$ cat src/rtl/sio_pkg.sv
package sio_pkg;

    typedef enum logic [2:0] {
        ACC_NONE,
        ACC_WR_DATA,
        ACC_WR_CTRL,
        ACC_RD_DATA,
        ACC_RD_STAT
    } acc_e;

    localparam int STAT_RXV_BIT = 0;
    localparam int STAT_TXF_BIT = 1;
    localparam int STAT_PEND_LO = 2;

endpackage

$ cat src/rtl/sio_access_decode.sv
module sio_access_decode
    import sio_pkg::*;
(
    input  logic clk,
    input  logic rst_n,
    input  logic wr_n,
    input  logic rd_n,
    input  logic ctl_sel,
    input  logic chan_b,
    output acc_e kind_now,
    output logic wr_go,
    output logic rx_rd_done,
    output logic done_ch
);

    typedef struct packed {
        acc_e kind;
        logic ch;
    } dec_t;

    dec_t dec_d, dec_q;

    always_comb begin
        case ({wr_n, rd_n})
            2'b01:   kind_now = ctl_sel ? ACC_WR_CTRL : ACC_WR_DATA;
            2'b10:   kind_now = ctl_sel ? ACC_RD_STAT : ACC_RD_DATA;
            default: kind_now = ACC_NONE;
        endcase
        dec_d.kind = kind_now;
        dec_d.ch   = chan_b;
        wr_go      = (kind_now == ACC_WR_DATA || kind_now == ACC_WR_CTRL)
                     && (kind_now != dec_q.kind);
        rx_rd_done = (dec_q.kind == ACC_RD_DATA) && (kind_now != ACC_RD_DATA);
        done_ch    = dec_q.ch;
    end

    always_ff @(posedge clk or negedge rst_n) begin
        if (!rst_n) dec_q <= '{kind: ACC_NONE, ch: 1'b0};
        else        dec_q <= dec_d;
    end

    assert_prohibited_nowrite_R4: assert property (@(posedge clk) disable iff (!rst_n)
        (!wr_n && !rd_n) |-> !wr_go);

    assert_single_write_R1: assert property (@(posedge clk) disable iff (!rst_n)
        wr_go |=> !wr_go || ($past(ctl_sel) != ctl_sel));

endmodule

$ cat src/rtl/sio_chan.sv
module sio_chan
    import sio_pkg::*;
#(
    parameter int DW   = 8,
    parameter int NSRC = 3,
    parameter int NREG = 8
) (
    input  logic            clk,
    input  logic            rst_n,
    input  logic            wr_go,
    input  logic            wr_ctl,
    input  logic [DW-1:0]   wdata,
    input  logic            rx_done,
    input  logic            rx_load,
    input  logic [DW-1:0]   rx_byte,
    input  logic            tx_take,
    input  logic [NSRC-1:0] ev,
    output logic [DW-1:0]   rx_data,
    output logic [DW-1:0]   status,
    output logic [DW-1:0]   tx_data,
    output logic [NSRC-1:0] pend,
    output logic [DW-1:0]   reg2
);

    localparam int PW      = $clog2(NREG);
    localparam int CLR_BIT = PW;

    typedef struct packed {
        logic [NREG-1:0][DW-1:0] regs;
        logic [PW-1:0]           ptr;
        logic [DW-1:0]           rx;
        logic                    rxv;
        logic [DW-1:0]           tx;
        logic                    txf;
        logic [NSRC-1:0]         pend;
    } ch_t;

    ch_t  ch_d, ch_q;
    logic clr_cmd;

    always_comb begin
        ch_d    = ch_q;
        clr_cmd = 1'b0;
        if (tx_take) ch_d.txf = 1'b0;
        if (wr_go) begin
            if (wr_ctl) begin
                if (ch_q.ptr == '0) begin
                    ch_d.ptr = wdata[PW-1:0];
                    clr_cmd  = wdata[CLR_BIT];
                end else begin
                    ch_d.regs[ch_q.ptr] = wdata;
                    ch_d.ptr            = '0;
                end
            end else begin
                ch_d.tx  = wdata;
                ch_d.txf = 1'b1;
            end
        end
        ch_d.pend = (clr_cmd ? '0 : ch_q.pend) | ev;
        if (rx_done) ch_d.rxv = 1'b0;
        if (rx_load) begin
            ch_d.rx  = rx_byte;
            ch_d.rxv = 1'b1;
        end
    end

    always_ff @(posedge clk or negedge rst_n) begin
        if (!rst_n) ch_q <= '0;
        else        ch_q <= ch_d;
    end

    always_comb begin
        status                             = '0;
        status[STAT_RXV_BIT]               = ch_q.rxv;
        status[STAT_TXF_BIT]               = ch_q.txf;
        status[STAT_PEND_LO+NSRC-1:STAT_PEND_LO] = ch_q.pend;
    end

    assign rx_data = ch_q.rx;
    assign tx_data = ch_q.tx;
    assign pend    = ch_q.pend;
    assign reg2    = ch_q.regs[2];

    assert_event_sets_R5: assert property (@(posedge clk) disable iff (!rst_n)
        (|ev) |=> ((ch_q.pend & $past(ev)) == $past(ev)));

    assert_pend_sticky_R5: assert property (@(posedge clk) disable iff (!rst_n)
        !(wr_go && wr_ctl && ch_q.ptr == '0 && wdata[CLR_BIT])
        |=> ((ch_q.pend & $past(ch_q.pend)) == $past(ch_q.pend)));

    assert_clear_keeps_event_R6: assert property (@(posedge clk) disable iff (!rst_n)
        (wr_go && wr_ctl && ch_q.ptr == '0 && wdata[CLR_BIT])
        |=> (ch_q.pend == $past(ev)));

    assert_rx_consumed_R3: assert property (@(posedge clk) disable iff (!rst_n)
        (rx_done && !rx_load) |=> !ch_q.rxv);

endmodule

$ cat src/rtl/sio_irq_vec.sv
module sio_irq_vec #(
    parameter int DW   = 8,
    parameter int NSRC = 3
) (
    input  logic            clk,
    input  logic            rst_n,
    input  logic [DW-1:0]   mode,
    input  logic [DW-1:0]   base,
    input  logic [NSRC-1:0] pend_a,
    input  logic [NSRC-1:0] pend_b,
    input  logic            pri_n,
    input  logic            ack_n,
    input  logic            wr_n,
    input  logic            rd_n,
    output logic            irq_pull,
    output logic            vec_oe,
    output logic [DW-1:0]   vec_out
);

    localparam int IW     = $clog2(NSRC);
    localparam int CW     = IW + 1;
    localparam int VM_BIT = 7;
    localparam int TY_LO  = 3;

    typedef struct packed {
        logic          in_ack;
        logic [DW-1:0] vec;
    } iv_t;

    iv_t           iv_d, iv_q;
    logic [CW-1:0] code;
    logic [DW-1:0] vec_now;
    logic [2:0]    vtype;
    logic          vmode, ack_now, free_type;

    always_comb begin
        code = '1;
        for (int i = NSRC - 1; i >= 0; i--)
            if (pend_b[i]) code = {1'b1, IW'(i)};
        for (int i = NSRC - 1; i >= 0; i--)
            if (pend_a[i]) code = {1'b0, IW'(i)};
    end

    always_comb begin
        vmode     = mode[VM_BIT];
        vtype     = mode[TY_LO+2:TY_LO];
        free_type = (vtype == 3'b010) || (vtype == 3'b100);
        irq_pull  = ((|pend_a) || (|pend_b)) && (!vmode || free_type || !pri_n);
        ack_now   = vmode && !ack_n && rd_n && wr_n;
        vec_now   = {base[DW-1:CW], code};
        iv_d.in_ack = ack_now;
        iv_d.vec    = (ack_now && !iv_q.in_ack) ? vec_now : iv_q.vec;
        vec_out     = iv_q.in_ack ? iv_q.vec : vec_now;
        vec_oe      = ack_now && !pri_n;
    end

    always_ff @(posedge clk or negedge rst_n) begin
        if (!rst_n) iv_q <= '0;
        else        iv_q <= iv_d;
    end

    assert_vec_stable_R9: assert property (@(posedge clk) disable iff (!rst_n)
        ack_now |=> (!ack_now || vec_out == $past(vec_out)));

    assert_no_irq_idle_R7: assert property (@(posedge clk) disable iff (!rst_n)
        (pend_a == '0 && pend_b == '0) |-> !irq_pull);

endmodule

$ cat src/rtl/sio_host_front.sv
module sio_host_front
    import sio_pkg::*;
#(
    parameter int DW   = 8,
    parameter int NSRC = 3,
    parameter int NREG = 8
) (
    input  logic            clk,
    input  logic            rst_n,
    input  logic            wr_n,
    input  logic            rd_n,
    input  logic            chan_b,
    input  logic            ctl_sel,
    input  logic [DW-1:0]   bus_in,
    output logic [DW-1:0]   bus_out,
    output logic            bus_oe,
    input  logic            ack_n,
    input  logic            pri_n,
    output logic            irq_pull,
    input  logic [1:0]      rx_load,
    input  logic [DW-1:0]   rx_byte,
    input  logic [1:0]      tx_take,
    input  logic [NSRC-1:0] ev_a,
    input  logic [NSRC-1:0] ev_b,
    output logic [DW-1:0]   tx_data_a,
    output logic [DW-1:0]   tx_data_b
);

    localparam int NCH = 2;

    acc_e            kind_now;
    logic            wr_go, rx_rd_done, done_ch, read_on, vec_oe;
    logic [DW-1:0]   vec_out;
    logic [NSRC-1:0] ev_arr   [NCH];
    logic [NSRC-1:0] pend_arr [NCH];
    logic [DW-1:0]   rx_arr   [NCH];
    logic [DW-1:0]   stat_arr [NCH];
    logic [DW-1:0]   tx_arr   [NCH];
    logic [DW-1:0]   reg2_arr [NCH];

    assign ev_arr[0] = ev_a;
    assign ev_arr[1] = ev_b;

    sio_access_decode u_dec (
        .clk        (clk),
        .rst_n      (rst_n),
        .wr_n       (wr_n),
        .rd_n       (rd_n),
        .ctl_sel    (ctl_sel),
        .chan_b     (chan_b),
        .kind_now   (kind_now),
        .wr_go      (wr_go),
        .rx_rd_done (rx_rd_done),
        .done_ch    (done_ch)
    );

    for (genvar c = 0; c < NCH; c++) begin : g_ch
        sio_chan #(.DW(DW), .NSRC(NSRC), .NREG(NREG)) u_ch (
            .clk     (clk),
            .rst_n   (rst_n),
            .wr_go   (wr_go && (chan_b == 1'(c))),
            .wr_ctl  (kind_now == ACC_WR_CTRL),
            .wdata   (bus_in),
            .rx_done (rx_rd_done && (done_ch == 1'(c))),
            .rx_load (rx_load[c]),
            .rx_byte (rx_byte),
            .tx_take (tx_take[c]),
            .ev      (ev_arr[c]),
            .rx_data (rx_arr[c]),
            .status  (stat_arr[c]),
            .tx_data (tx_arr[c]),
            .pend    (pend_arr[c]),
            .reg2    (reg2_arr[c])
        );
    end

    sio_irq_vec #(.DW(DW), .NSRC(NSRC)) u_irq (
        .clk      (clk),
        .rst_n    (rst_n),
        .mode     (reg2_arr[0]),
        .base     (reg2_arr[1]),
        .pend_a   (pend_arr[0]),
        .pend_b   (pend_arr[1]),
        .pri_n    (pri_n),
        .ack_n    (ack_n),
        .wr_n     (wr_n),
        .rd_n     (rd_n),
        .irq_pull (irq_pull),
        .vec_oe   (vec_oe),
        .vec_out  (vec_out)
    );

    always_comb begin
        read_on = (kind_now == ACC_RD_DATA) || (kind_now == ACC_RD_STAT);
        bus_oe  = read_on || vec_oe;
        if (read_on) bus_out = ctl_sel ? stat_arr[chan_b] : rx_arr[chan_b];
        else         bus_out = vec_out;
    end

    assign tx_data_a = tx_arr[0];
    assign tx_data_b = tx_arr[1];

    assert_hiz_idle_R4: assert property (@(posedge clk) disable iff (!rst_n)
        (wr_n && rd_n && ack_n) |-> !bus_oe);

    assert_both_low_hiz_R4: assert property (@(posedge clk) disable iff (!rst_n)
        (!wr_n && !rd_n) |-> !bus_oe);

    assert_pri_blocks_vec_R8: assert property (@(posedge clk) disable iff (!rst_n)
        (pri_n && rd_n) |-> !bus_oe);

    assert_nonvec_ignores_ack_R10: assert property (@(posedge clk) disable iff (!rst_n)
        (!reg2_arr[0][7] && rd_n) |-> !bus_oe);

    assert_read_drives_R3: assert property (@(posedge clk) disable iff (!rst_n)
        (!rd_n && wr_n) |-> bus_oe);

endmodule

$ cat config.mk
export PLATFORM = sky130hd
export DESIGN_NAME = sio_host_front
export DESIGN_NICKNAME = d
export VERILOG_FILES = /design/src/rtl/sio_pkg.sv /design/src/rtl/sio_access_decode.sv /design/src/rtl/sio_chan.sv /design/src/rtl/sio_irq_vec.sv /design/src/rtl/sio_host_front.sv
export SDC_FILE = /design/constraint.sdc
export NUM_CORES = 1
export LEC_CHECK = 0
export ABC_CLOCK_PERIOD_IN_PS = 2300
export BUFFER_PORTS_ARGS = -buffer_cell sky130_fd_sc_hd__buf_2
export CORE_UTILIZATION = 50
export DETAILED_ROUTE_END_ITERATION = 7
export PLACE_DENSITY_LB_ADDON = 0.25
export SETUP_SLACK_MARGIN = 0.4
export SYNTH_ARGS = -nofsm -noshare
export SYNTH_HDL_FRONTEND = slang
export SYNTH_SLANG_ARGS = --single-unit
$ cat constraint.sdc
create_clock -name clk -period 2.3 [get_ports clk]
set_clock_uncertainty 0.05 [all_clocks]
set_input_delay 0.46 -clock clk [delete_from_list [all_inputs] [get_ports clk]]
set_output_delay 0.46 -clock clk [all_outputs]
set_load 0.005 [all_outputs]
# == Word level (Yosys, flattened, before mapping) ==
# Index checks and enable logic that the tools add are counted.
# op_classes
order_cmp,5
eq_ne,11
muxes,44
bitwise,8
n_reduce_logical,37
# ops
operator,n
$bwmux 64,2
$mux 8,10
$demux 8 s3,2
$mux 3,10
$mux 1,17
$logic_and 1x1->1,14
$eq 3x2->1 const B,4
$lt 3x4->1 const B,2
$reduce_and 2->1,4
$logic_or 1x1->1,7
$eq 3x3->1 const B,2
$ge 3x1->1 const B,2
$logic_not 3->1,2
$or 3x3->3,2
$pmux 3 s2,1
$reduce_and 3->1,2
$reduce_or 3->1,2
$mux 5,1
$not 1->1,5
$logic_not 1->1,4
$reduce_bool 2->1,2
$eq 3x1->1 const B,1
$ne 3x2->1 const B,1
$ne 3x3->1,1
5 further kinds,5
# word_totals
regBits,189
in_bits,34

# == Logic depth before layout (Yosys ltp) ==
# Gate-level depths: netlist (run 1).
# logic_depth
depth_word,9
mapped_depth,9

# == Cells and area by module ==
# From an unflattened synthesis (run 1), not the netlist that was laid out.
# hier_totals
cells_unflattened,318
area_unflattened_um2,4161.5
# modules_own_cells
mod,n_inst,cells_per_inst,area_each_um2
sio_chan,2,111,1503.9
sio_irq_vec,1,47,524.3
sio_host_front,1,27,387.9
sio_access_decode,1,22,241.5

# == Worst setup path before layout (run 1) ==
# OpenSTA, ideal clock, no wires.
# synth_path
kind,input-to-reg
from,input port wr_n
to,"register g_ch[0].u_ch.ch_q, in the netlist g_ch[0].u_ch.reg2[3]"
arrival_time_ns,2.207
required_time_ns,2.125
setup_slack_ns,-0.082
stages,8
path_buffers,1
path_cell_list,inv_1 ha_1 nand2b_1 a21o_1 o22a_1 buf_6 a2111oi_4 mux2_4
# synth_between
elab_chain_len,7
word_cells_on_any_way,10
cone_classes,5 x eq/ne; 1 x mux; 4 x reduce/logical
# synth_rtl
item,line,source
start: declaration,sio_host_front.sv:10,"input logic wr_n,"
$eq 2x2->1 / $eq 2x1->1 (equally long branches),sio_access_decode.sv:24,"case ({wr_n, rd_n})"
$pmux 3 s2 (*),sio_access_decode.sv:24,
$eq 3x1->1 / $eq 3x2->1 (equally long branches),"sio_access_decode.sv:31, sio_host_front.sv:62",
$logic_or 1x1->1,sio_access_decode.sv:31,wr_go = (kind_now == ACC_WR_DATA || kind_now == ACC_WR_CTRL)
$logic_and 1x1->1,sio_access_decode.sv:32,&& (kind_now != dec_q.kind);
$logic_and 1x1->1,sio_host_front.sv:61,".wr_go (wr_go && (chan_b == 1'(c))),"
$reduce_and 3->1 (no source line) (*),n/a,
end signal: assignment,sio_chan.sv:69,else ch_q <= ch_d;
end: declaration,sio_chan.sv:38,"ch_t ch_d, ch_q;"
# Every way passes the cells marked *; elsewhere a longest branch is shown, timed or not.
# A chain may end at the register's enable or synchronous reset.

# == Worst setup path after layout (run 1) ==
# layout_path
from,"register g_ch[0].u_ch.ch_q, in the netlist g_ch[0].u_ch.pend[2]"
to,output port irq_pull
# layout_between
elab_chain_len,3
# layout_rtl
item,line,source
$reduce_or 3->1,sio_irq_vec.sv:48,irq_pull = ((|pend_a) || (|pend_b)) && (!vmode || free_type || !pri_n);
$logic_or 1x1->1,sio_irq_vec.sv:48,
$logic_and 1x1->1,sio_irq_vec.sv:48,
end: declaration,sio_host_front.sv:19,"output logic irq_pull,"
# Every way passes these cells.

==> results.toml, run 1 <==
[cts]
clk_pin_slew_ns = 0.07
clock_path_buffers = 2
numCtsBuffers = 9
htreeDepth = 3
cts_root_buf = "clkbuf_8"
hold_buffers = 0
cts.sinks = 70
cts_tree = "done"
clk_latency_ns = 0.35

[die]
die_x_microns = 84.61
die_h_microns = 84.61
dieArea_sq_mm = 0.007158
rows = 29
start_util_pct = 52.83
ios = 60
core_area_sq_mm = 0.006459

[setup_path]
path_max_fanout = 4
reg2reg_to = "g_ch[0].u_ch.tx_data[5]$_DFFE_PN0P_"
startpoint = "g_ch[0].u_ch.pend[2]$_DFF_PN0_"
reg2reg_depth = 10
arrival_ns = 1.65
ff2ff_setup_slack_ns = 0.24
startpoint_type = "register"
r2r_start = "u_dec.dec_q[2]$_DFF_PN0_"
slowest_delay_ns = 0.42
cp.required_ns = 1.79
path_buf_inv = 1
path_cells = "or3_4 -> o41a_1 -> buf_2"
cpMaxStageDelayCell = "dfrtp_1"
worst_setup_path_end_kind = "output pin"
critical_path_class = "reg2out"
crit_family = "flip-flops"

[global_routing]
grt_max_degree = 71
grt_pass1_vias = 2594
grt_usage_pct = 23.76
grt_pass1_wl_microns = 12820
antenna_found_initial = 0
grt_overflow = 0

[place]
placed_cells = 418
gp_congestion = 0.8971
place_hpwl_microns = 5286
portBuffers = 59

[sta]
grt_setup_unrepaired = "yes"
tightest_slew_ns = 0.4322
fin_crit_sh_pct = 93.87
slew_headroom_pct = 70.92
hold_viol_final = 0
timing.fmax_mhz = 463.2
report.final.slew_viol_count = 0
finalSetupViolCount = 0
timing.final.crit_period_ns = 2.159

[run_status]
violations = "design-rule violations"
status = "finished, violations left"

[logic_synthesis]
synth_xor_area_share_pct = 0.2567
post_synth_fa_ha_maj_area_fraction_pct = 0.7334
muxShareOfSynthArea_pct = 22.48
syn_nets = 319
syn_avg_cell_area_sq_um = 12.06
synth_top_area_share_pct = 51.34
postSynthCellCount = 283
synth-simple-area-share_pct = 7.957
yosys_warnings = 0
synth_area_sq_mm = 0.003412
yosysUniqueCellTypes = 45
synth_seq_area_share_pct = 51.34
ys_ff_latch = 70
synth_top_area_cell = "dfrtp_1"
synth_top_family_by_area = "multiplexers"
synthTopCellsByArea = "dfrtp_1 (51%), mux2_2 (14%), buf_4 (3.7%)"
synth_compound_area_share_pct = 10.78

[route]
drtIter0Drc = 111
drc = 3
via_count = 2577
wl_per_cell_microns = 18.10
dr.pass1.iters = 8
vias_per_cell = 5.639
antenna_left = 0
wirelength_microns = 8273

[power]
power.static_leakage_uw = 0.002129
power_density_mw_per_mm2 = 805.6
ir_drop_mv = 0.6487

[finish]
drive_above_1_share_pct = 55.79
seq_area_sq_mm = 0.001757
layout_commonest_cell = "dfrtp_1"
antenna_cells = 0
multiInputGateArea_sq_mm = 0.001700
area_delta_synth_final_pct = 35.94
finalNonFillerCells = 457
num-fill-cells = 452
final_util_pct = 71.81
layout_common_cells = "dfrtp_1 (66), buf_2 (58), buf_4 (29), mux2_2 (27), mux2_4 (20)"
final_nets = 411

[flow_run]
drv_cap = 0

[worst_hold_path]
hold_class = "in2async"
[how the worst max path moves through the flow]
stage                                     endpoint  slack (ns)  cells past startpoint
6_report                                  irq_pull        0.14                      3
5_1_grt                                   irq_pull        0.11                      3
4_1_cts                                   irq_pull        0.15                      3
3_5_place_dp   g_ch[1].u_ch.tx_data[6]$_DFFE_PN0P_       -0.22                      8
3_3_place_gp   g_ch[1].u_ch.tx_data[6]$_DFFE_PN0P_       -0.16                      7
2_1_floorplan     g_ch[0].u_ch.reg2[3]$_DFFE_PN0P_        0.09                      9
[report_power, final]
| part | internal [uW] | total [uW] | switching, uW |
|---|---|---|---|
| clock | 699 | 1160 | 458 |
| sequential | 1470 | 1640 | 164 |
| combinational | 543 | 944 | 401 |
| total | 2710 | 3740 | 1020 |
[flip-flops by register name, indices dropped and copies added (netlist names)]
signal and flops:
u_irq.iv_q 9, g_ch.u_ch.tx_data 16, u_dec.done_ch 1, g_ch.u_ch.status 4
u_dec.dec_q 3, g_ch.u_ch.reg2 9, g_ch.u_ch.rx_data 16, g_ch.u_ch.pend 6
g_ch.u_ch.ch_q 6
[routing by layer]
| layer | GRT usage [%] | up-vias | wire length, microns |
|---|---|---|---|
| met5 | 0 | - | 0 |
| met4 | 9.399 | 0 | 203 |
| met1 | 30.62 | 1279 | 3426 |
| li1 | - | 1184 | - |
| met3 | 6.293 | 21 | 464 |
| met2 | 38.51 | 93 | 4179 |
[timing repair]
item,CTS,global route
resized for setup,35,49
setup buffers,13,9
setup endpoints to repair,45,41
cloned,1,0
pin swaps,11,14
[Yosys cell counts (all sizes together)]
cell type  count
and2           2
ha             2
nor3           8
or3            2
o2111a         1
a221oi         1
buf           21
o211ai         1
dfrtp         70
o21bai         1
a21o           7
nand2b         6
mux2i         11
mux4           5
o21ai         13
nor2          14
nor4           1
clkbuf         6
nand3b         1
o41a           1
o22a           1
inv           12
a21oi         11
nand2         18
a211oi         1
nand3          1
o31ai          3
a2111oi        2
nor2b          3
xnor2          1
mux2          47
a32o           2
a211o          1
nand4b         1
o21a           1
o22ai          4
[metrics by stage]
stage | power, uW | worst slack, ns | hold slack, ns | cell area, sq um | TNS (ns)
2_1_floorplan | 2181 | 0.08921 | 0.1144 | 3487 | 0
3_3_place_gp | 2368 | -0.1569 | 0.4040 | 3906 | -2.197
3_5_place_dp | 2405 | -0.2172 | 0.4146 | 3906 | -3.423
4_1_cts | 3653 | 0.1533 | 0.08309 | 4370 | 0
5_1_grt | 3922 | 0.1130 | 0.08652 | 4638 | 0
6_report | 3737 | 0.1409 | 0.07146 | 4638 | 0
[cells by family (layout without fill, tap and decap cells)]
kind of cell,Yosys count,after routing
flip-flops,70,70
AO/OA/AOI/OAI,51,52
AND/OR/NAND/NOR,57,57
XOR/XNOR,1,1
adder cells (fa/ha/maj),2,2
multiplexers,63,63
buffers and inverters,39,135
[area by class of cell]
| class | count | area share (%) |
|---|---|---|
| multi-input combinational | 175 | 36.66 |
| inverter | 12 | 1.511 |
| clock buffer | 13 | 3.642 |
| timing repair buffer | 107 | 16.83 |
| tap | 77 | 2.077 |
| sequential | 70 | 37.87 |
| clock inverter | 3 | 1.403 |
[worst register-to-register path, stage by stage, from the launching register on]
cell,delay (ns)
dfrtp_2,0.46
buf_6,0.13
nand2b_4,0.04
a21o_1,0.18
buf_4,0.14
buf_6,0.11
o22ai_4,0.18
o21ai_2,0.10
buf_12,0.15
buf_8,0.13
mux2_4,0.29
Note: power is estimated with default switching activity, not from simulation.
==> run 2: changes to the inputs <==
Settings changed: CORE_ASPECT_RATIO from default to 0.6, CORE_UTILIZATION 50 to 30, PLACE_DENSITY from default to 0.58, PLACE_DENSITY_LB_ADDON 0.25 to default.
==> results.toml, run 2 (same netlist as run 1, synthesis figures left out) <==
[sta]
hold_viol_final = 0
tightest_slew_ns = 0.3781
report.final.slew_viol_count = 0
slew_headroom_pct = 74.60
grt_setup_unrepaired = "yes"
timing.fmax_mhz = 463.0
finalSetupViolCount = 0
timing.final.crit_period_ns = 2.160
fin_ws_ns = 0.1403
fin_crit_sh_pct = 93.90

[power]
power.total_uw = 3913
p_switching_uw = 1061
power.static_leakage_uw = 0.002121
pwr-share-comb_pct = 22.9
ir_drop_mv = 0.3786
p_seq_share_pct = 41.7
pwr-share-clk_pct = 35.3
switching_share_pct = 27.11
power_density_mw_per_mm2 = 830.8
p_int_uw = 2852

[finish]
antenna_cells = 0
layout_commonest_cell = "dfrtp_1"
design_area_sq_mm = 0.004710
area_delta_synth_final_pct = 38.03
layout_common_cells = "dfrtp_1 (68), buf_2 (56), buf_4 (34), mux2_2 (32)"
final_nets = 409
drive_above_1_share_pct = 55.29

[place]
dp_slack_ns = -0.2929
dpl_cell_area_sq_mm = 0.003969
portBuffers = 59
place_hpwl_microns = 6156
gp_congestion = 0.8141

[route]
drc = 0
wirelength_microns = 8707
dr.pass1.iters = 4
vias_per_cell = 4.903
drtIter0Drc = 121
via_count = 2535
wl_per_cell_microns = 16.84
antenna_left = 0

[setup_path]
startpoint_type = "register"
critical_path_class = "reg2out"
cpMaxStageDelayCell = "or3_4"
worst_setup_path_end_kind = "output pin"
path_buf_inv = 1
crit_family = "simple AND/OR/NAND/NOR gates"
path_cells = "or3_4 -> nor2_2 -> a21oi_1 -> o21ai_1 -> buf_2"
cp.required_ns = 1.79
path_max_fanout = 4
slowest_delay_ns = 0.42
arrival_ns = 1.65

[cts]
clk_latency_ns = 0.34
cts_root_buf = "clkbuf_16"
clock_path_buffers = 2
htreeDepth = 3
cts_tree = "done"
hold_buffers = 0
numCtsBuffers = 9
cts.sinks = 70
clk_pin_slew_ns = 0.06

[die]
ios = 60
die_x_microns = 139.7
rows = 29
die_h_microns = 84.61
dieArea_sq_mm = 0.01182
core_area_sq_mm = 0.01081
start_util_pct = 31.56

[global_routing]
antenna_found_initial = 0
grt_pass1_wl_microns = 13680
grt_pass1_vias = 2576
grt_usage_pct = 15.69
grt_max_degree = 71
grt_overflow = 0

[worst_hold_path]
hold_class = "in2async"

[flow_run]
drv_cap = 0

[run_status]
status = "complete, no violations"
## run 2: changes by cell type in the layout (fill, tap and decap cells not counted), sizes merged
cell      before  now
buf          107  104
clkbuf        13   11
clkinvlp       0    2
and2           2    3
bufinv         2    1
clkinv         2    3
## run 2: per-layer routing
| metal | part of all wire, % | wire, microns | track usage, % |
|---|---|---|---|
| met5 | 0 | 0 | 0 |
| met4 | 1.6 | 136 | 5.295 |
| met3 | 5.5 | 476 | 4.963 |
| met2 | 42 | 3654 | 22.14 |
| met1 | 51 | 4439 | 22.54 |
## run 2: final timing paths
path / from / endpoint / slack [ns] / depth (start not counted)
max in group asynchronous: rst_n / u_dec.dec_q[2]$_DFF_PN0_ / 1.77 / 2
worst max register to register: u_dec.dec_q[2]$_DFF_PN0_ / g_ch[0].u_ch.reg2[4]$_DFFE_PN0P_ / 0.26 / 6
min in group clk: tx_take[0] / g_ch[0].u_ch.status[1]$_DFF_PN0_ / 0.25 / 2
worst min register to register: g_ch[1].u_ch.status[0]$_DFFE_PN0P_ / g_ch[1].u_ch.status[0]$_DFFE_PN0P_ / 0.42 / 1
worst max-delay path: g_ch[0].u_ch.pend[2]$_DFF_PN0_ / bus_out[2] / 0.14 / 5
worst min-delay path: rst_n / g_ch[1].u_ch.rx_data[5]$_DFFE_PN0P_ / 0.09 / 2
## run 2: power by group through the flow
| stage | registers [uW] | clock network (uW) | logic, uW |
|---|---|---|---|
| floorplan | 1600 | 0 | 585 |
| finish | 1630 | 1380 | 898 |
| global placement | 1640 | 0 | 744 |
| detailed placement | 1650 | 0 | 765 |
| CTS | 1630 | 1410 | 871 |
| global route | 1670 | 1470 | 980 |
## run 2: worst register-to-register path, cell delays in order (launching register included)
cell       delay, ns
dfrtp_2         0.48
nor3_2          0.08
a21o_1          0.19
o22a_4          0.30
a2111oi_4       0.32
buf_4           0.21
mux2_4          0.30
## run 2: final cells by class
| cell class | count | area [sq um] |
|---|---|---|
| inverters | 12 | 72.57 |
| clock buffers | 11 | 242.7 |
| clock inverters | 5 | 58.81 |
| multi-input cells | 176 | 1684 |
| fillers | 1019 | 6103 |
| repair buffers | 104 | 723.2 |
| flip-flops and latches | 70 | 1754 |
| well taps | 139 | 173.9 |
## run 2: timing repair
item                                    4_1_cts  5_1_grt
endpoints found under the setup margin       47       39
setup buffers                                14        7
cloned                                        2        0
pin swaps                                    17        7
resized for setup                            48       24
## run 2: through the flow
stage	utilization (%)	hold slack, ns	TNS, ns	std cells
2_1_floorplan	-	0.1144	0	283
4_1_cts	42.29	0.1128	0	510
3_5_place_dp	36.70	0.4141	-6.435	478
3_3_place_gp	36.70	0.4057	-4.586	478
5_1_grt	43.55	0.1108	0	517
6_report	43.55	0.08958	0	517
==> run 3: changes to the inputs <==
Settings changed: CELL_PAD_IN_SITES_DETAIL_PLACEMENT from default to 1, CELL_PAD_IN_SITES_GLOBAL_PLACEMENT from default to 2, CORE_UTILIZATION 30 to 37, PLACE_DENSITY 0.58 to 0.89.
==> results.toml, run 3 (same netlist as run 1, synthesis figures left out) <==
[run_status]
status = "complete, no violations"

[setup_path]
cp.required_ns = 2.47
path_max_fanout = 6
worst_setup_path_end_kind = "register"
critical_path_class = "in2reg"
startpoint_type = "input pin"
arrival_ns = 2.31

[power]
power_density_mw_per_mm2 = 875.9
ir_drop_mv = 0.4051
power.total_uw = 4296
power.static_leakage_uw = 0.002228

[cts]
clk_pin_slew_ns = 0.06
cts_root_buf = "clkbuf_16"
clock_path_buffers = 2
clk_latency_ns = 0.34
cts_tree = "done"
hold_buffers = 0
htreeDepth = 3
numCtsBuffers = 9
cts.sinks = 70

[finish]
design_area_sq_mm = 0.004905
area_delta_synth_final_pct = 43.75
drive_above_1_share_pct = 57.07
antenna_cells = 0
layout_commonest_cell = "dfrtp_1"
num-fill-cells = 890
final_nets = 413
layout_common_cells = "dfrtp_1 (67), buf_2 (56), buf_4 (27), mux2_4 (25), mux2_2 (22)"
finalNonFillerCells = 494

[place]
placed_cells = 450
dpl_cell_area_sq_mm = 0.003940
place_hpwl_microns = 6390
portBuffers = 59
gp_congestion = 0.7966

[route]
via_count = 2633
wirelength_microns = 9863
wl_per_cell_microns = 19.97
drc = 0
dr.pass1.iters = 4
vias_per_cell = 5.330
drtIter0Drc = 158
antenna_left = 0

[global_routing]
grt_max_degree = 71
grt_usage_pct = 21.79
antenna_found_initial = 0
grt_overflow = 0
grt_pass1_wl_microns = 15660
grt_pass1_vias = 2870

[sta]
holdWs_ns = 0.08936
hold_viol_final = 0
tightest_slew_ns = 0.5469
timing.fmax_mhz = 468.7
report.final.slew_viol_count = 0
fin_crit_sh_pct = 92.77
slew_headroom_pct = 63.16
timing.final.crit_period_ns = 2.134
tns_ns = 0
finalSetupViolCount = 0
grt_setup_unrepaired = "yes"

[die]
die_x_microns = 126.0
core_area_sq_mm = 0.008718
dieArea_sq_mm = 0.009623
start_util_pct = 39.14
die_h_microns = 76.39
rows = 26
ios = 60

[flow_run]
drv_cap = 0

[worst_hold_path]
hold_class = "in2async"
run 3: final timing paths:
path / from / endpoint / slack (ns) / cells after the start
worst max-delay path: wr_n / g_ch[0].u_ch.reg2[5]$_DFFE_PN0P_ / 0.17 / 10
worst min-delay path: rst_n / u_irq.iv_q[8]$_DFF_PN0_ / 0.09 / 2
worst max register to register: u_dec.dec_q[2]$_DFF_PN0_ / g_ch[0].u_ch.reg2[5]$_DFFE_PN0P_ / 0.23 / 6
worst min register to register: g_ch[0].u_ch.ch_q[23]$_DFFE_PN0P_ / g_ch[0].u_ch.ch_q[23]$_DFFE_PN0P_ / 0.45 / 1
max in group asynchronous: rst_n / u_dec.dec_q[2]$_DFF_PN0_ / 1.79 / 2
min in group clk: tx_take[0] / g_ch[0].u_ch.status[1]$_DFF_PN0_ / 0.25 / 2
run 3: timing repair:
action,4_1_cts,5_1_grt
cloned,2,0
gates resized for setup,62,38
setup buffers,13,13
pin swaps,14,10
endpoints found under the setup margin,46,45
run 3: stage by stage:
| step | utilization [%] | worst slack [ns] |
|---|---|---|
| 2_1_floorplan | - | 0.08921 |
| 3_3_place_gp | 45.19 | -0.1908 |
| 3_5_place_dp | 45.19 | -0.2746 |
| 4_1_cts | 53.36 | 0.1693 |
| 5_1_grt | 56.26 | 0.09432 |
| 6_report | 56.26 | 0.1664 |
run 3: layout make-up:
class	count	area (sq um)	share of cell area (%)
multi-input combinational	175	1763	35.94
sequential	70	1758	35.84
timing repair buffer	109	827.0	16.86
clock buffer	11	242.7	4.949
tap	112	140.1	2.857
clock inverter	5	106.4	2.168
inverter	12	67.56	1.378
run 3: per-layer routing:
| metal | global-route usage (%) | part of all wire (%) | up-vias |
|---|---|---|---|
| met1 | 29.53 | 49 | 1382 |
| met4 | 5.663 | 0.82 | 0 |
| met2 | 34.20 | 47 | 60 |
| met3 | 6.320 | 3.7 | 10 |
| met5 | 0 | 0 | - |
| li1 | - | - | 1181 |
run 3: power breakdown:
group | leakage, uW | switching [uW] | total [uW] | internal, uW
sequential | 0.000863 | 183 | 1660 | 1470
clock | 0.000166 | 540 | 1630 | 1090
combinational | 0.00120 | 425 | 1010 | 583
run 3: worst max-delay path, cell delays in order:
cell	delay, ns
buf_8	0.09
buf_6	0.09
ha_4	0.16
buf_6	0.14
nor3_4	0.05
a21o_1	0.20
o22a_4	0.29
a2111oi_4	0.31
buf_4	0.21
mux2_4	0.30
